===== config.mk =====
export PLATFORM = sky130hd
export DESIGN_NAME = sram_rd_engine
export DESIGN_NICKNAME = d
export VERILOG_FILES = /design/src/rtl/sre_pkg.sv /design/src/rtl/sre_ctrl.sv /design/src/rtl/sre_capture.sv /design/src/rtl/sre_fifo.sv /design/src/rtl/sram_rd_engine.sv
export SDC_FILE = /design/constraint.sdc
export NUM_CORES = 1
export LEC_CHECK = 0
export ABC_AREA = 1
export BUFFER_PORTS_ARGS = -buffer_cell sky130_fd_sc_hd__buf_2
export CORE_MARGIN = 2
export CORE_UTILIZATION = 53
export CTS_CLUSTER_DIAMETER = 150
export CTS_CLUSTER_SIZE = 12
export DETAILED_ROUTE_END_ITERATION = 8
export PLACE_DENSITY = 0.71
export SLEW_MARGIN = 20
export SYNTH_ARGS = -nofsm -noshare
export SYNTH_HDL_FRONTEND = slang
export SYNTH_SLANG_ARGS = --single-unit

===== constraint.sdc =====
create_clock -name clk -period 2.2 [get_ports clk]
set_clock_uncertainty 0.2 [all_clocks]
set_input_delay 0.11 -clock clk [delete_from_list [all_inputs] [get_ports clk]]
set_output_delay 0.11 -clock clk [all_outputs]
set_load 0.01 [all_outputs]

===== src/rtl/sre_pkg.sv =====
package sre_pkg;
    localparam int TRC_W = 4;
    localparam int OED_W = 3;
    localparam int BL_W  = 3;

    typedef struct packed {
        logic             busy;
        logic [TRC_W-1:0] cyc;
        logic [TRC_W-1:0] last;
        logic [TRC_W-1:0] oe_at;
    } ctrl_st_t;
endpackage


===== src/rtl/sre_ctrl.sv =====
module sre_ctrl
    import sre_pkg::*;
#(
    parameter int AW = 12
) (
    input  logic             clk,
    input  logic             rst_n,
    input  logic [TRC_W-1:0] cfg_trc,
    input  logic [OED_W-1:0] cfg_tceoe,
    input  logic             cfg_rd_sync,
    input  logic [BL_W-1:0]  cfg_rd_bl,
    input  logic             q_full,
    input  logic             req_valid,
    input  logic [AW-1:0]    req_addr,
    output logic             req_ready,
    output logic [AW-1:0]    mem_addr,
    output logic             mem_ce_n,
    output logic             mem_oe_n,
    output logic             strobe
);
    ctrl_st_t         st_d, st_q;
    logic [AW-1:0]    addr_d, addr_q;
    logic             mode_ok;
    logic [TRC_W-1:0] len_eff;
    logic [TRC_W-1:0] oed_ext;

    always_comb begin
        mode_ok   = (cfg_rd_sync == 1'b0) && (cfg_rd_bl == '0);
        req_ready = !st_q.busy && !q_full && mode_ok;
        len_eff   = (cfg_trc == '0) ? TRC_W'(1) : cfg_trc;
        oed_ext   = TRC_W'(cfg_tceoe);
        strobe    = st_q.busy && (st_q.cyc == st_q.last);

        st_d   = st_q;
        addr_d = addr_q;
        if (st_q.busy) begin
            if (strobe) begin
                st_d.busy = 1'b0;
                st_d.cyc  = '0;
            end else begin
                st_d.cyc = st_q.cyc + 1'b1;
            end
        end else if (req_valid && req_ready) begin
            st_d.busy  = 1'b1;
            st_d.cyc   = '0;
            st_d.last  = len_eff - 1'b1;
            st_d.oe_at = (oed_ext >= len_eff) ? (len_eff - 1'b1) : oed_ext;
            addr_d     = req_addr;
        end
    end

    always_ff @(posedge clk or negedge rst_n) begin
        if (!rst_n) begin
            st_q   <= '0;
            addr_q <= '0;
        end else begin
            st_q   <= st_d;
            addr_q <= addr_d;
        end
    end

    assign mem_addr = addr_q;
    assign mem_ce_n = !st_q.busy;
    assign mem_oe_n = !(st_q.busy && (st_q.cyc >= st_q.oe_at));
endmodule


===== src/rtl/sre_capture.sv =====
module sre_capture #(
    parameter int DW = 16
) (
    input  logic          clk,
    input  logic          rst_n,
    input  logic          strobe,
    input  logic [DW-1:0] din,
    output logic [DW-1:0] dout
);
    logic [DW-1:0] cap_d, cap_q;

    always_comb begin
        cap_d = strobe ? din : cap_q;
    end

    always_ff @(negedge clk or negedge rst_n) begin
        if (!rst_n) cap_q <= '0;
        else        cap_q <= cap_d;
    end

    assign dout = cap_q;
endmodule


===== src/rtl/sre_fifo.sv =====
module sre_fifo #(
    parameter int DW    = 16,
    parameter int DEPTH = 4
) (
    input  logic          clk,
    input  logic          rst_n,
    input  logic          push,
    input  logic [DW-1:0] wdata,
    input  logic          pop,
    output logic          full,
    output logic          valid,
    output logic [DW-1:0] rdata
);
    localparam int PW = (DEPTH > 1) ? $clog2(DEPTH) : 1;
    localparam int CW = $clog2(DEPTH + 1);

    logic [PW-1:0] wp_d, wp_q, rp_d, rp_q;
    logic [CW-1:0] cnt_d, cnt_q;
    logic [DW-1:0] slot_q [DEPTH];
    logic          do_push, do_pop;

    always_comb begin
        valid   = (cnt_q != '0);
        full    = (cnt_q == CW'(DEPTH));
        do_pop  = pop && valid;
        do_push = push && (!full || do_pop);
        wp_d    = wp_q;
        rp_d    = rp_q;
        cnt_d   = cnt_q;
        if (do_push) wp_d = (wp_q == PW'(DEPTH - 1)) ? '0 : wp_q + 1'b1;
        if (do_pop)  rp_d = (rp_q == PW'(DEPTH - 1)) ? '0 : rp_q + 1'b1;
        if (do_push && !do_pop) cnt_d = cnt_q + 1'b1;
        if (do_pop && !do_push) cnt_d = cnt_q - 1'b1;
        rdata = slot_q[rp_q];
    end

    always_ff @(posedge clk or negedge rst_n) begin
        if (!rst_n) begin
            wp_q  <= '0;
            rp_q  <= '0;
            cnt_q <= '0;
        end else begin
            wp_q  <= wp_d;
            rp_q  <= rp_d;
            cnt_q <= cnt_d;
        end
    end

    for (genvar i = 0; i < DEPTH; i++) begin : g_slot
        always_ff @(posedge clk or negedge rst_n) begin
            if (!rst_n)                          slot_q[i] <= '0;
            else if (do_push && wp_q == PW'(i))  slot_q[i] <= wdata;
        end
    end
endmodule


===== src/rtl/sram_rd_engine.sv =====
module sram_rd_engine
    import sre_pkg::*;
#(
    parameter int AW         = 12,
    parameter int DW         = 16,
    parameter int FIFO_DEPTH = 4
) (
    input  logic             clk,
    input  logic             rst_n,
    input  logic [TRC_W-1:0] cfg_trc,
    input  logic [OED_W-1:0] cfg_tceoe,
    input  logic             cfg_rd_sync,
    input  logic [BL_W-1:0]  cfg_rd_bl,
    input  logic             req_valid,
    input  logic [AW-1:0]    req_addr,
    output logic             req_ready,
    output logic [AW-1:0]    mem_addr,
    output logic             mem_ce_n,
    output logic             mem_oe_n,
    output logic             mem_we_n,
    input  logic [DW-1:0]    mem_rdata,
    output logic             rd_valid,
    output logic [DW-1:0]    rd_data,
    input  logic             rd_pop
);
    logic          strobe;
    logic          q_full;
    logic [DW-1:0] cap_data;

    sre_ctrl #(.AW(AW)) u_ctrl (
        .clk        (clk),
        .rst_n      (rst_n),
        .cfg_trc    (cfg_trc),
        .cfg_tceoe  (cfg_tceoe),
        .cfg_rd_sync(cfg_rd_sync),
        .cfg_rd_bl  (cfg_rd_bl),
        .q_full     (q_full),
        .req_valid  (req_valid),
        .req_addr   (req_addr),
        .req_ready  (req_ready),
        .mem_addr   (mem_addr),
        .mem_ce_n   (mem_ce_n),
        .mem_oe_n   (mem_oe_n),
        .strobe     (strobe)
    );

    sre_capture #(.DW(DW)) u_cap (
        .clk   (clk),
        .rst_n (rst_n),
        .strobe(strobe),
        .din   (mem_rdata),
        .dout  (cap_data)
    );

    sre_fifo #(.DW(DW), .DEPTH(FIFO_DEPTH)) u_fifo (
        .clk  (clk),
        .rst_n(rst_n),
        .push (strobe),
        .wdata(cap_data),
        .pop  (rd_pop),
        .full (q_full),
        .valid(rd_valid),
        .rdata(rd_data)
    );

    assign mem_we_n = 1'b1;
endmodule


After elaboration in Yosys (flattened, before gate mapping)
Cells that the tools add are included.

storage, ports and cells
  register bits after elaboration = 112
  input port bits = 43

cells by class
  multiplexer cells = 13
  magnitude comparators = 3
  bitwise gates (word level) = 3
  reductions and logical operators = 27
  equal/unequal tests = 6
  add/subtract/negate cells = 6

operator list
  kind                   number
  $bmux W16 S2           1
  $mux W16               2
  $logic_and A1 B1 Y1    14
  $mux W13               1
  $mux W4                3
  $eq A2 B2 Y1 const B   3
  $mux W3                2
  $logic_not A1 Y1       5
  $mux W5                1
  $add A2 B1 Y2 const B  2
  $add A4 B1 Y4 const B  1
  $eq A4 B4 Y1           1
  $ge A3 B4 Y1           1
  $ge A4 B4 Y1           1
  $logic_not A4 Y1       1
  $mux W2                2
  $reduce_bool A2 Y1     2
  $sub A4 B1 Y4 const B  1
  $add A3 B1 Y3 const B  1
  $eq A3 B3 Y1 const B   1
  $ge A3 B3 Y1 const B   1
  $logic_not A3 Y1       1
  $not A2 Y3             1
  $reduce_bool A3 Y1     1
  other kinds (7)        8

Depth between registers and ports, before layout
  depth after elaboration = 7
  mapped depth = 14
  gate-level depth less buffers = 14

Cells and area by module
A second synthesis with hierarchy kept.

second synthesis, totals
  cell total of the unflattened synthesis = 606
  area total of the unflattened synthesis = 5470.2 µm²

by module, submodules not included
  module          area each (µm²)  instances  cells each  seq. area each (µm²)
  sre_fifo        3443.3           1          366         1776.7
  sre_ctrl        1371.3           1          170         625.6
  sre_capture     644.4            1          68          400.4
  sram_rd_engine  11.3             1          2           0.0

==> metrics.txt <==
run status complete, but fails checks; violated checks setup timing; Unique masters post-synth 33; Core Area 9680 um2; initial DRC count 299; DRT Pass-1 Iters 4; first-pass GRT wire length 20900 um; Die ar. about 11000 um2; Reg-to-Reg End u_cap.dout[8]$_DFFE_NN0P_; Reg2Reg Depth 8; MaxCap Viol Count 0; GRT Total Usage 0.238; Synthesis Warnings 0; IO Count 76; Routed Antenna Nets 0; Synth-to-Final Area Change 29.6%; number of synthesized register bits 112; clock sinks 112; CTS tree built; largest family of logic cells by synthesized area simple AND/OR/NAND/NOR gates; Critical Path RT 1.09 ns; Routed WL between 10000 and 15000 um; initial core utilization 0.543; via count 4655; Synth Net Count 648; Syn Inst Count 590; Crit Path Max Fanout 20; data arrival time of the critical path 1.60 ns; H-tree levels 3; Rel. slew slack 0.630; Hold Worst Slack ~0.015 ns; leakage power ~3.4 nW; Routability Congestion 0.763; Die Span X approximately 100 um; post-detail-place hpwl 7860 um; flop-to-flop setup slack -0.52 ns; GR Overflow Total 0; sequential cell area fraction in the yosys report 0.533; final setup violation count 17; Cell Area, Synth roughly 5300 um2; initial antenna violation count 1; largest net degree at the start of global routing 38; CP startpoint kind flop; clk root buf clkbuf_8; post-DR vias/cell 5.38; Fin. Hold Viols 0; max-slew violations 0; VDD IR max roughly 0.00066 V; vias in the first global route 4334; Final WS setup -0.515 ns; Compound-Gate Fraction of Synth Area 0.167; # nets final 785; TNS Setup -7.86 ns; Reg2Reg Launch Point u_ctrl.st_q[9]$_DFFE_PN0P_; Post-Synth Simple-Gate Area 0.178; Longest Clk Path Bufs 2; Hold Crit Class in -> async; Pwr Density 1260 nW/um2; Avg Cell Area, Syn 8.92 um2; worst skew pair latency 0.37 ns; # port buffers 74; RSZ-0062 raised after global routing yes; Post-Place Worst Slack -0.453 ns; CTS Buf Count 9; post-synthesis adder-cell area fraction 0.0371; post-synthesis mux area share 0; Worst-Margin Slew roughly 0.55 ns; Remaining DRCs 0; layout cells sized above 1 0.279; overall power about 8.6 mW; Clock transition at path regs 0.11 ns; Worst setup EP type flop; drt wl/cell 16.5 um; FP Rows 36; post-synthesis xor/xnor area fraction 0.00833; Die Y around 100 um; critical path type reg -> reg
==> kinds of logic after synthesis <==
logic type / Yosys count
other cells: 1
simple gates: 224
xor+xnor: 5
fa+ha+maj: 15
buf+inv: 80
flops: 112
compound gates: 153
==> timing repair <==
action | in CTS | in global routing
endpoints found under the setup margin | 17 | 85
gates resized for setup | 5 | 28
buffers inserted | 6 | 4
cloned | 1 | 12
hold buffers | 23 | 0
pin swaps | 4 | 5
endpoints found under the hold margin | 82 | 0
==> final cells by class <==
| cell class | instances | area [um2] |
|---|---|---|
| diodes | 1 | 2.50 |
| clock buffers | 11 | 131 |
| clock inverters | 5 | 42.5 |
| fillers | 768 | 2870 |
| inverters | 53 | 203 |
| multi-input cells | 398 | 2170 |
| flip-flops and latches | 112 | 2800 |
| well taps | 133 | 166 |
| repair buffers | 153 | 1300 |
==> metal layers <==
layer / part of all wire / global-route usage / routed length (um) / vias up
met1: 0.40 / 0.308 / 5760 / 2276
li1: - / - / - / 2200
met3: 0.067 / 0.0573 / 955 / 21
met5: 0.00091 / 0 / 13 / -
met4: 0.014 / 0.0560 / 201 / 2
met2: 0.51 / 0.406 / 7340 / 156
==> layout by cell type (no fill, tap or decap), drive strengths merged <==
cell type    Yosys  routed
xor2             2       2
ha              14      14
and2             1       1
a21oi            4       4
nor4             1       1
o21a             2       2
dfrtn           16      16
nand3            9       9
o211ai           3       3
inv             53      53
clkinvlp         0       4
o21ai          125     125
xnor2            3       3
nand2          169     169
fa               1       1
conb             1       1
nor2            40      40
dfrtp           96      96
o32ai            1       1
buf             17     122
o22ai           17      17
diode            0       1
nand4            3       3
clkbuf          10      19
dlygate4sd3      0      23
nor3             1       1
a21boi           1       1
clkinv           0       1
==> power by group <==
part | internal (mW) | switching [mW] | total, mW
Clock | 0.424 | 0.711 | 1.14
Combinational | 1.69 | 2.39 | 4.08
Sequential | 2.89 | 0.452 | 3.34
Total | 5.00 | 3.55 | 8.55
==> metrics by stage <==
| step | std cells | cell area, um2 | utilization |
|---|---|---|---|
| global placement | 805 | 5960 | 0.616 |
| global route | 865 | 6810 | 0.703 |
| finish | 866 | 6820 | 0.704 |
| detailed placement | 805 | 5960 | 0.616 |
| CTS | 851 | 6450 | 0.666 |
| floorplan | 590 | 5300 | - |
==> worst max path at each step <==
stage,endpoint,from
4_1_cts,u_cap.dout[13]$_DFFE_NN0P_,u_ctrl.st_q[9]$_DFFE_PN0P_
5_1_grt,u_cap.dout[8]$_DFFE_NN0P_,u_ctrl.st_q[9]$_DFFE_PN0P_
3_5_place_dp,u_cap.dout[13]$_DFFE_NN0P_,u_ctrl.st_q[11]$_DFFE_PN0P_
2_1_floorplan,u_cap.dout[10]$_DFFE_NN0P_,u_ctrl.st_q[11]$_DFFE_PN0P_
3_3_place_gp,u_cap.dout[10]$_DFFE_NN0P_,u_ctrl.st_q[9]$_DFFE_PN0P_
6_report,u_cap.dout[8]$_DFFE_NN0P_,u_ctrl.st_q[9]$_DFFE_PN0P_
==> Yosys cell counts <==
| cell | instances | area share |
|---|---|---|
| buf_4 | 1 | 0.0014 |
| conb_1 | 1 | 0.00071 |
| nor2_1 | 39 | 0.028 |
| o21a_1 | 2 | 0.0029 |
| nand2_1 | 160 | 0.11 |
| nand2_2 | 3 | 0.0036 |
| inv_2 | 6 | 0.0043 |
| nand3_1 | 9 | 0.0086 |
| xnor2_1 | 3 | 0.0050 |
| o21ai_0 | 61 | 0.058 |
| fa_1 | 1 | 0.0038 |
| a21oi_1 | 3 | 0.0029 |
| nor4_1 | 1 | 0.0012 |
| xor2_1 | 2 | 0.0033 |
| a21oi_4 | 1 | 0.0031 |
| o21ai_2 | 17 | 0.028 |
| a21boi_0 | 1 | 0.0014 |
| ha_1 | 14 | 0.033 |
| o211ai_1 | 3 | 0.0043 |
| o22ai_1 | 17 | 0.020 |
| nor2_8 | 1 | 0.0038 |
| and2_1 | 1 | 0.0012 |
| nand2_4 | 6 | 0.013 |
| o32ai_1 | 1 | 0.0017 |
| dfrtn_1 | 16 | 0.076 |
| dfrtp_1 | 96 | 0.46 |
| o21ai_1 | 47 | 0.045 |
| nor3_1 | 1 | 0.00095 |
| inv_1 | 47 | 0.034 |
| buf_2 | 4 | 0.0038 |
| buf_6 | 12 | 0.026 |
| nand4_1 | 3 | 0.0036 |
| clkbuf_1 | 10 | 0.0071 |
==> sequential cells by signal, summed over array words and instances, names as in the netlist <==
signal           flops
u_cap.dout          16
u_ctrl.mem_addr     12
u_ctrl.st_q         13
u_fifo.wp_q          2
u_fifo.rp_q          2
u_fifo.cnt_q         3
u_fifo.slot_q       64
==> worst max-delay path, cell delays in order, from the launching register on <==
cell	delay (ns)
dfrtp_1	0.41
inv_2	0.05
nand2_1	0.06
nand2_1	0.07
nor2_2	0.12
nand2_2	0.08
nor2_4	0.17
buf_12	0.18
o21ai_1	0.07
Power figures use the tool's default switching activity.
